File: src/rtl/uart_clk_route_pkg.sv
package uart_clk_route_pkg;

  // Select register layout, bit 7 down to bit 0
  typedef struct packed {
    logic       txIso;    // 7: transmitter 1x mode
    logic       txExt;    // 6: transmitter clocked from ring pin
    logic [1:0] dtrMode;  // 5:4: shared pin function
    logic       rxIso;    // 3: receiver 1x mode
    logic       baudOff;  // 2: baud output held low
    logic [1:0] rxSrc;    // 1:0: receiver clock source
  } clkSel_t;

  localparam logic [1:0] RX_SRC_PIN  = 2'b00;
  localparam logic [1:0] RX_SRC_DSR  = 2'b01;
  localparam logic [1:0] RX_SRC_BAUD = 2'b10;
  localparam logic [1:0] RX_SRC_TX   = 2'b11;

  localparam logic [1:0] DTR_NORMAL  = 2'b00;
  localparam logic [1:0] DTR_TXBIT   = 2'b01;
  localparam logic [1:0] DTR_BAUD    = 2'b10;

  // Strobes and modes from control to datapath
  typedef struct packed {
    logic       rxEdge;
    logic       txEdge;
    logic       baudEdge;
    logic       clear;
    logic       rxIso;
    logic       txIso;
    logic       baudOff;
    logic [1:0] dtrMode;
  } routeCtl_t;

endpackage

File: src/rtl/uart_clk_route_sync.sv
module uart_clk_route_sync #(
  parameter int STAGES = 2
) (
  input  logic clk,
  input  logic rst_n,
  input  logic pinIn,
  output logic risePulse
);

  logic [STAGES:0] chain;

  always_ff @(posedge clk or negedge rst_n) begin
    if (!rst_n) chain <= '0;
    else        chain <= {chain[STAGES-1:0], pinIn};
  end

  // chain[STAGES-1] is the synchronized level, chain[STAGES] its delayed copy
  assign risePulse = chain[STAGES-1] & ~chain[STAGES];

  assert_single_pulse_R8: assert property (@(posedge clk) disable iff (!rst_n)
    risePulse |=> !risePulse);

endmodule

File: src/rtl/uart_clk_route_ctrl.sv
module uart_clk_route_ctrl
  import uart_clk_route_pkg::*;
#(
  parameter int SYNC_STAGES = 2
) (
  input  logic      clk,
  input  logic      rst_n,
  input  logic      softReset,
  input  logic      cfgWrEn,
  input  logic [7:0] cfgWrData,
  input  logic      baudTick,
  input  logic      rxClkPin,
  input  logic      dsrPin,
  input  logic      riPin,
  output routeCtl_t ctl
);

  localparam int N_PINS = 3;

  clkSel_t           sel;
  logic [N_PINS-1:0] pinVec;
  logic [N_PINS-1:0] pinEdge;
  logic              txEdge;
  logic              rxEdge;

  // Register: cleared only by hardware reset
  always_ff @(posedge clk or negedge rst_n) begin
    if (!rst_n)       sel <= '0;
    else if (cfgWrEn) sel <= clkSel_t'(cfgWrData);
  end

  assign pinVec = {riPin, dsrPin, rxClkPin};

  for (genvar i = 0; i < N_PINS; i++) begin : g_pinSync
    uart_clk_route_sync #(.STAGES(SYNC_STAGES)) u_sync (
      .clk      (clk),
      .rst_n    (rst_n),
      .pinIn    (pinVec[i]),
      .risePulse(pinEdge[i])
    );
  end

  always_comb begin
    txEdge = sel.txExt ? pinEdge[2] : baudTick;
    unique case (sel.rxSrc)
      RX_SRC_PIN:  rxEdge = pinEdge[0];
      RX_SRC_DSR:  rxEdge = pinEdge[1];
      RX_SRC_BAUD: rxEdge = baudTick;
      default:     rxEdge = txEdge;
    endcase
  end

  always_comb begin
    ctl.rxEdge   = rxEdge;
    ctl.txEdge   = txEdge;
    ctl.baudEdge = baudTick;
    ctl.clear    = softReset;
    ctl.rxIso    = sel.rxIso;
    ctl.txIso    = sel.txIso;
    ctl.baudOff  = sel.baudOff;
    ctl.dtrMode  = sel.dtrMode;
  end

  assert_keep_on_soft_reset_R1: assert property (@(posedge clk) disable iff (!rst_n)
    (softReset && !cfgWrEn) |=> $stable(sel));

  assert_write_loads_R10: assert property (@(posedge clk) disable iff (!rst_n)
    cfgWrEn |=> (sel == clkSel_t'($past(cfgWrData))));

endmodule

File: src/rtl/uart_clk_route_dp.sv
module uart_clk_route_dp
  import uart_clk_route_pkg::*;
#(
  parameter int DIV_RATIO = 16
) (
  input  logic      clk,
  input  logic      rst_n,
  input  routeCtl_t ctl,
  input  logic      dtrDefault,
  output logic      rxSample,
  output logic      rxBitTick,
  output logic      txBitTick,
  output logic      baudOutPin,
  output logic      dtrPin
);

  localparam int              CNT_W = $clog2(DIV_RATIO);
  localparam logic [CNT_W-1:0] LAST = CNT_W'(DIV_RATIO - 1);
  localparam logic [CNT_W-1:0] MID  = CNT_W'(DIV_RATIO / 2 - 1);

  logic [CNT_W-1:0] rxCnt, txCnt;
  logic rxTickNext, rxSmpNext, txTickNext;

  always_comb begin
    rxTickNext = ctl.rxEdge & (ctl.rxIso | (rxCnt == LAST));
    rxSmpNext  = ctl.rxEdge & (ctl.rxIso | (rxCnt == MID));
    txTickNext = ctl.txEdge & (ctl.txIso | (txCnt == LAST));
  end

  // Divide counters and bit strobes
  always_ff @(posedge clk or negedge rst_n) begin
    if (!rst_n) begin
      rxCnt     <= '0;
      txCnt     <= '0;
      rxBitTick <= 1'b0;
      rxSample  <= 1'b0;
      txBitTick <= 1'b0;
    end else if (ctl.clear) begin
      rxCnt     <= '0;
      txCnt     <= '0;
      rxBitTick <= 1'b0;
      rxSample  <= 1'b0;
      txBitTick <= 1'b0;
    end else begin
      if (ctl.rxEdge && !ctl.rxIso) rxCnt <= (rxCnt == LAST) ? '0 : rxCnt + 1'b1;
      if (ctl.txEdge && !ctl.txIso) txCnt <= (txCnt == LAST) ? '0 : txCnt + 1'b1;
      rxBitTick <= rxTickNext;
      rxSample  <= rxSmpNext;
      txBitTick <= txTickNext;
    end
  end

  // Pin drivers
  always_ff @(posedge clk or negedge rst_n) begin
    if (!rst_n) begin
      baudOutPin <= 1'b0;
      dtrPin     <= 1'b0;
    end else begin
      baudOutPin <= ~ctl.baudOff & ctl.baudEdge;
      unique case (ctl.dtrMode)
        DTR_TXBIT: dtrPin <= txTickNext & ~ctl.clear;
        DTR_BAUD:  dtrPin <= ctl.baudEdge;
        default:   dtrPin <= dtrDefault;
      endcase
    end
  end

  assert_mid_before_end_R4: assert property (@(posedge clk) disable iff (!rst_n)
    (!ctl.rxIso && !$past(ctl.rxIso) && rxSample) |-> !rxBitTick);

  assert_tx_tick_spacing_R7: assert property (@(posedge clk) disable iff (!rst_n)
    (txBitTick && !ctl.txIso) |=> (!txBitTick || ctl.txIso));

  assert_dtr_bitclock_R5: assert property (@(posedge clk) disable iff (!rst_n)
    ($past(ctl.dtrMode) == DTR_TXBIT && ctl.dtrMode == DTR_TXBIT) |-> (dtrPin == txBitTick));

  assert_clear_drops_R9: assert property (@(posedge clk) disable iff (!rst_n)
    ctl.clear |=> (!rxBitTick && !rxSample && !txBitTick));

endmodule

File: src/rtl/uart_clk_route.sv
module uart_clk_route
  import uart_clk_route_pkg::*;
#(
  parameter int DIV_RATIO   = 16,
  parameter int SYNC_STAGES = 2
) (
  input  logic       clk,
  input  logic       rst_n,
  input  logic       softReset,
  input  logic       cfgWrEn,
  input  logic [7:0] cfgWrData,
  input  logic       baudTick,
  input  logic       rxClkPin,
  input  logic       dsrPin,
  input  logic       riPin,
  input  logic       dtrDefault,
  output logic       rxSample,
  output logic       rxBitTick,
  output logic       txBitTick,
  output logic       baudOutPin,
  output logic       dtrPin
);

  routeCtl_t ctl;

  uart_clk_route_ctrl #(.SYNC_STAGES(SYNC_STAGES)) u_ctrl (
    .clk      (clk),
    .rst_n    (rst_n),
    .softReset(softReset),
    .cfgWrEn  (cfgWrEn),
    .cfgWrData(cfgWrData),
    .baudTick (baudTick),
    .rxClkPin (rxClkPin),
    .dsrPin   (dsrPin),
    .riPin    (riPin),
    .ctl      (ctl)
  );

  uart_clk_route_dp #(.DIV_RATIO(DIV_RATIO)) u_dp (
    .clk       (clk),
    .rst_n     (rst_n),
    .ctl       (ctl),
    .dtrDefault(dtrDefault),
    .rxSample  (rxSample),
    .rxBitTick (rxBitTick),
    .txBitTick (txBitTick),
    .baudOutPin(baudOutPin),
    .dtrPin    (dtrPin)
  );

endmodule

File: config.mk
export PLATFORM = sky130hd
export DESIGN_NAME = uart_clk_route
export DESIGN_NICKNAME = d
export VERILOG_FILES = /design/src/rtl/uart_clk_route_pkg.sv /design/src/rtl/uart_clk_route_sync.sv /design/src/rtl/uart_clk_route_ctrl.sv /design/src/rtl/uart_clk_route_dp.sv /design/src/rtl/uart_clk_route.sv
export SDC_FILE = /design/constraint.sdc
export NUM_CORES = 1
export LEC_CHECK = 0
export ABC_AREA = 1
export BUFFER_PORTS_ARGS = -buffer_cell sky130_fd_sc_hd__buf_4
export CORE_ASPECT_RATIO = 1.25
export CORE_UTILIZATION = 30
export CTS_CLUSTER_SIZE = 30
export DETAILED_ROUTE_END_ITERATION = 6
export GPL_TIMING_DRIVEN = 1
export PLACE_DENSITY = 0.51
export SYNTH_ARGS = -nofsm -noshare
export SYNTH_HDL_FRONTEND = slang
export SYNTH_SLANG_ARGS = --single-unit
export TNS_END_PERCENT = 20
File: constraint.sdc
create_clock -name clk -period 1.28 [get_ports clk]
set_clock_uncertainty 0.2 [all_clocks]
set_input_delay 0.256 -clock clk [delete_from_list [all_inputs] [get_ports clk]]
set_output_delay 0.256 -clock clk [all_outputs]
set_load 0.02 [all_outputs]
==> flow_summary_export.csv <==
group,metric,value,unit
status,status,"complete, but fails checks",
status,violations,"negative setup slack",
final_layout,mostFrequentLayoutCells,"dfrtp_1 (30), buf_4 (29), nand2_1 (27)",
floorplanning,dieArea,0.004516,mm2
cts,clock_latency,0.28,ns
cts,htree_num_levels,2,
synth,synthCells,130,
cts,clk_pin_slew,0.06,ns
final_layout,utilization,44.62,%
timing,fin_ws,-0.06951,ns
floorplanning,die_h,74.89,um
pwr,power,2198,uW
worst_setup_path,cp_common_cell,"nand2_1",
cts,ctsLongestPathBuffers,2,
timing,post-route-period-util,105.4,%
placement,hpwl,1688,um
final_layout,drive_above_1_share,30.00,%
min_path,min-delay-path-class,"input port to flop",
synth,synthTopCellsByArea,"dfrtp_1 (59%), nand2_1 (8.5%), inv_1 (4.7%)",
worst_setup_path,cp.required,1.28,ns
grt,antenna_found_initial,0,
synth,synth_top_family_by_area,"simple AND/OR/NAND/NOR gates",
detailed_routing,vias,1007,
synth,synth_cell_types,21,
timing,maxSlewViolCount,0,
timing,max_freq,741.0,MHz
worst_setup_path,cp_slowest_cell,"dfrtp_1",
floorplanning,core_area,0.004066,mm2
final_layout,final_cell_area,0.001814,mm2
synth,yosysSeqAreaShare,58.88,%
final_layout,final_nets,200,
detailed_routing,first_iter_violations,20,
cts,cts_sinks,30,
grt,track_usage,12.94,%
pwr,p_per_area,1211,mW/mm2
synth,yosys_warnings,0,
pwr,leakage,0.0008996,uW
worst_setup_path,start_kind,"flop",
detailed_routing,firstDrtPassIters,4,
timing,finalSetupViolCount,8,
final_layout,nFillCells,392,
pwr,vdd_drop_max,0.6700,mV
final_layout,seq_area,750.7,um2
worst_setup_path,crit_chain,"ha_2 -> nand3_2 -> nand2_1 -> nand2_1 -> nor2_2 -> nand2_1 -> a22oi_2",
grt,grt_pass1_vias,992,
placement,dpl-instance-area,0.001573,mm2
synth,synthMuxAreaShare,0.8832,%
placement,numPortBuffers,21,
synth,synth_top_area_cell,"dfrtp_1",
synth,synth_area,0.001275,mm2
final_layout,n_antenna_cell,0,
final_layout,area_growth,42.30,%
timing,hold_viol,0,
detailed_routing,drc_errors,0,
grt,grt_first_pass_wirelength,4229,um
synth,ys_ff_latch,30,
floorplanning,num_io_pins,22,
detailed_routing,wirelength,2449,um
floorplanning,row_count,26,
synth,synth-simple-area-share,21.20,%
worst_setup_path,critPathCaptureType,"flop",
synth,synth.top_cell.area_share,58.88,%
synth,avgSynthCellArea,9.807,um2
synth,synth_compound_area_share,8.047,%
timing,holdWs,0.02353,ns
timing,rsz0062_at_grt,"yes",
detailed_routing,ant_nets,0,
synth,synthXorXnorAreaFrac,1.374,%
final_layout,multi_input_area,461.7,um2
grt,grt_overflow_total,0,
floorplanning,start_util,31.35,%
grt,grt_start_max_net_pins,31,
synth,synthAdderAreaFrac,3.925,%
floorplanning,dieWidth,60.31,um
cts,cts_buffers,5,
final_layout,final_common_cell,"dfrtp_1",
timing,period_minus_slack,1.350,ns
detailed_routing,routedWlPerCell,10.38,um
worst_setup_path,critical_path.max_stage_delay,0.36,ns
cts,root_buffer,"clkbuf_8",
placement,gp_congestion,0.8002,
worst_setup_path,critical_path_arrival,1.35,ns
synth,syn-num-nets,151,
detailed_routing,via_per_inst,4.267,
worst_setup_path,cp_max_fo,3,
timing,tightest_slew,0.3767,ns
cts,cts_tree,"built",
run,maxCapViolCount,0,
timing,slew_headroom,74.88,%
worst_setup_path,crit_type,"flop to flop",
==> state kept, by name, summed over array words and instances, names as in the netlist <==
| register | count |
|---|---|
| u_dp.rxCnt | 4 |
| u_ctrl.sel | 3 |
| u_ctrl.ctl | 5 |
| u_dp.rxBitTick | 1 |
| u_dp.txBitTick | 1 |
| u_ctrl.g_pinSync.u_sync.chain | 9 |
| u_dp.txCnt | 4 |
| u_dp.baudOutPin | 1 |
| u_dp.rxSample | 1 |
| u_dp.dtrPin | 1 |
==> critical path, delay by kind of cell (launching register included) <==
| family | cells | cell delay (ns) |
|---|---|---|
| flops | 1 | 0.36 |
| fa+ha+maj | 1 | 0.20 |
| simple gates | 5 | 0.41 |
| compound gates | 1 | 0.11 |
==> power breakdown <==
part / total (uW) / switching [uW] / internal, uW
sequential: 1050 / 34.6 / 1020
combinational: 361 / 181 / 180
clock: 784 / 351 / 433
total: 2200 / 566 / 1630
==> metal layers <==
layer  vias to the layer above  track usage (%)  share of wire, %
met2                        24            21.00                49
met5                         -                0                 0
met3                         7            3.952               4.3
li1                        517                -                 -
met1                       459            15.15                44
met4                         0            6.977               2.3
==> final cells by class <==
cell class / instances / share of cell area, %
sequential: 30 / 41.38
multi-input combinational: 82 / 25.45
timing repair buffer: 44 / 20.97
clock buffer: 7 / 4.759
tap: 56 / 3.862
inverter: 16 / 3.310
clock inverter: 1 / 0.2759
==> through the flow <==
step / cells / setup TNS, ns / setup WS (ns)
3_3_place_gp: 214 / -0.1534 / -0.06545
6_report: 236 / -0.2889 / -0.06951
2_1_floorplan: 130 / 0 / 0.01138
5_1_grt: 236 / -1.088 / -0.1333
4_1_cts: 236 / -0.3380 / -0.06302
3_5_place_dp: 214 / -0.3100 / -0.06984
==> what timing repair did <==
action                     CTS  global route
hold endpoints to repair    41             0
gates resized for setup      4             3
buffers inserted             2             0
hold buffers                12             0
pin swaps                    2             2
setup endpoints to repair    8            13
==> worst paths after layout <==
check	startpoint	end	slack [ns]	depth (start not counted)
worst max-delay path	u_dp.txCnt[0]	u_dp.dtrPin	-0.07	7
worst max register to register	u_dp.txCnt[0]	u_dp.dtrPin	-0.07	7
worst min-delay path	baudTick	u_dp.baudOutPin	0.02	3
worst min register to register	u_ctrl.g_pinSync[1].u_sync.chain[0]	u_ctrl.g_pinSync[1].u_sync.chain[1]	0.15	0
max in group asynchronous	rst_n	u_dp.txCnt[3]	0.35	2
min in group asynchronous	rst_n	u_dp.rxCnt[2]	0.25	2
==> logic make-up (layout without fill, tap and decap cells) <==
kind of cell / count (synthesis) / count (layout)
DFF: 30 / 30
buffers and inverters: 18 / 68
xor gates and xnor gates: 2 / 2
and+or+nand+nor: 57 / 57
AOI/OAI and AO/OA: 18 / 18
muxes: 1 / 1
adders and majority gates: 4 / 4
==> Yosys cell counts <==
cell type and count:
a21oi_1 5, inv_1 16, nand3_1 11, mux2_2 1, ha_1 4, xor2_1 1, o21ai_0 10, nor3_1 1
nand2_2 3, buf_4 1, nor2_2 1, nand2_1 29, xnor2_1 1, nor2_1 7, a22oi_2 1, dfrtp_1 30
o31ai_1 2, nand3_2 2, nand3_4 1, buf_2 1, nand4_1 2
(Power assumes the default switching activity.)
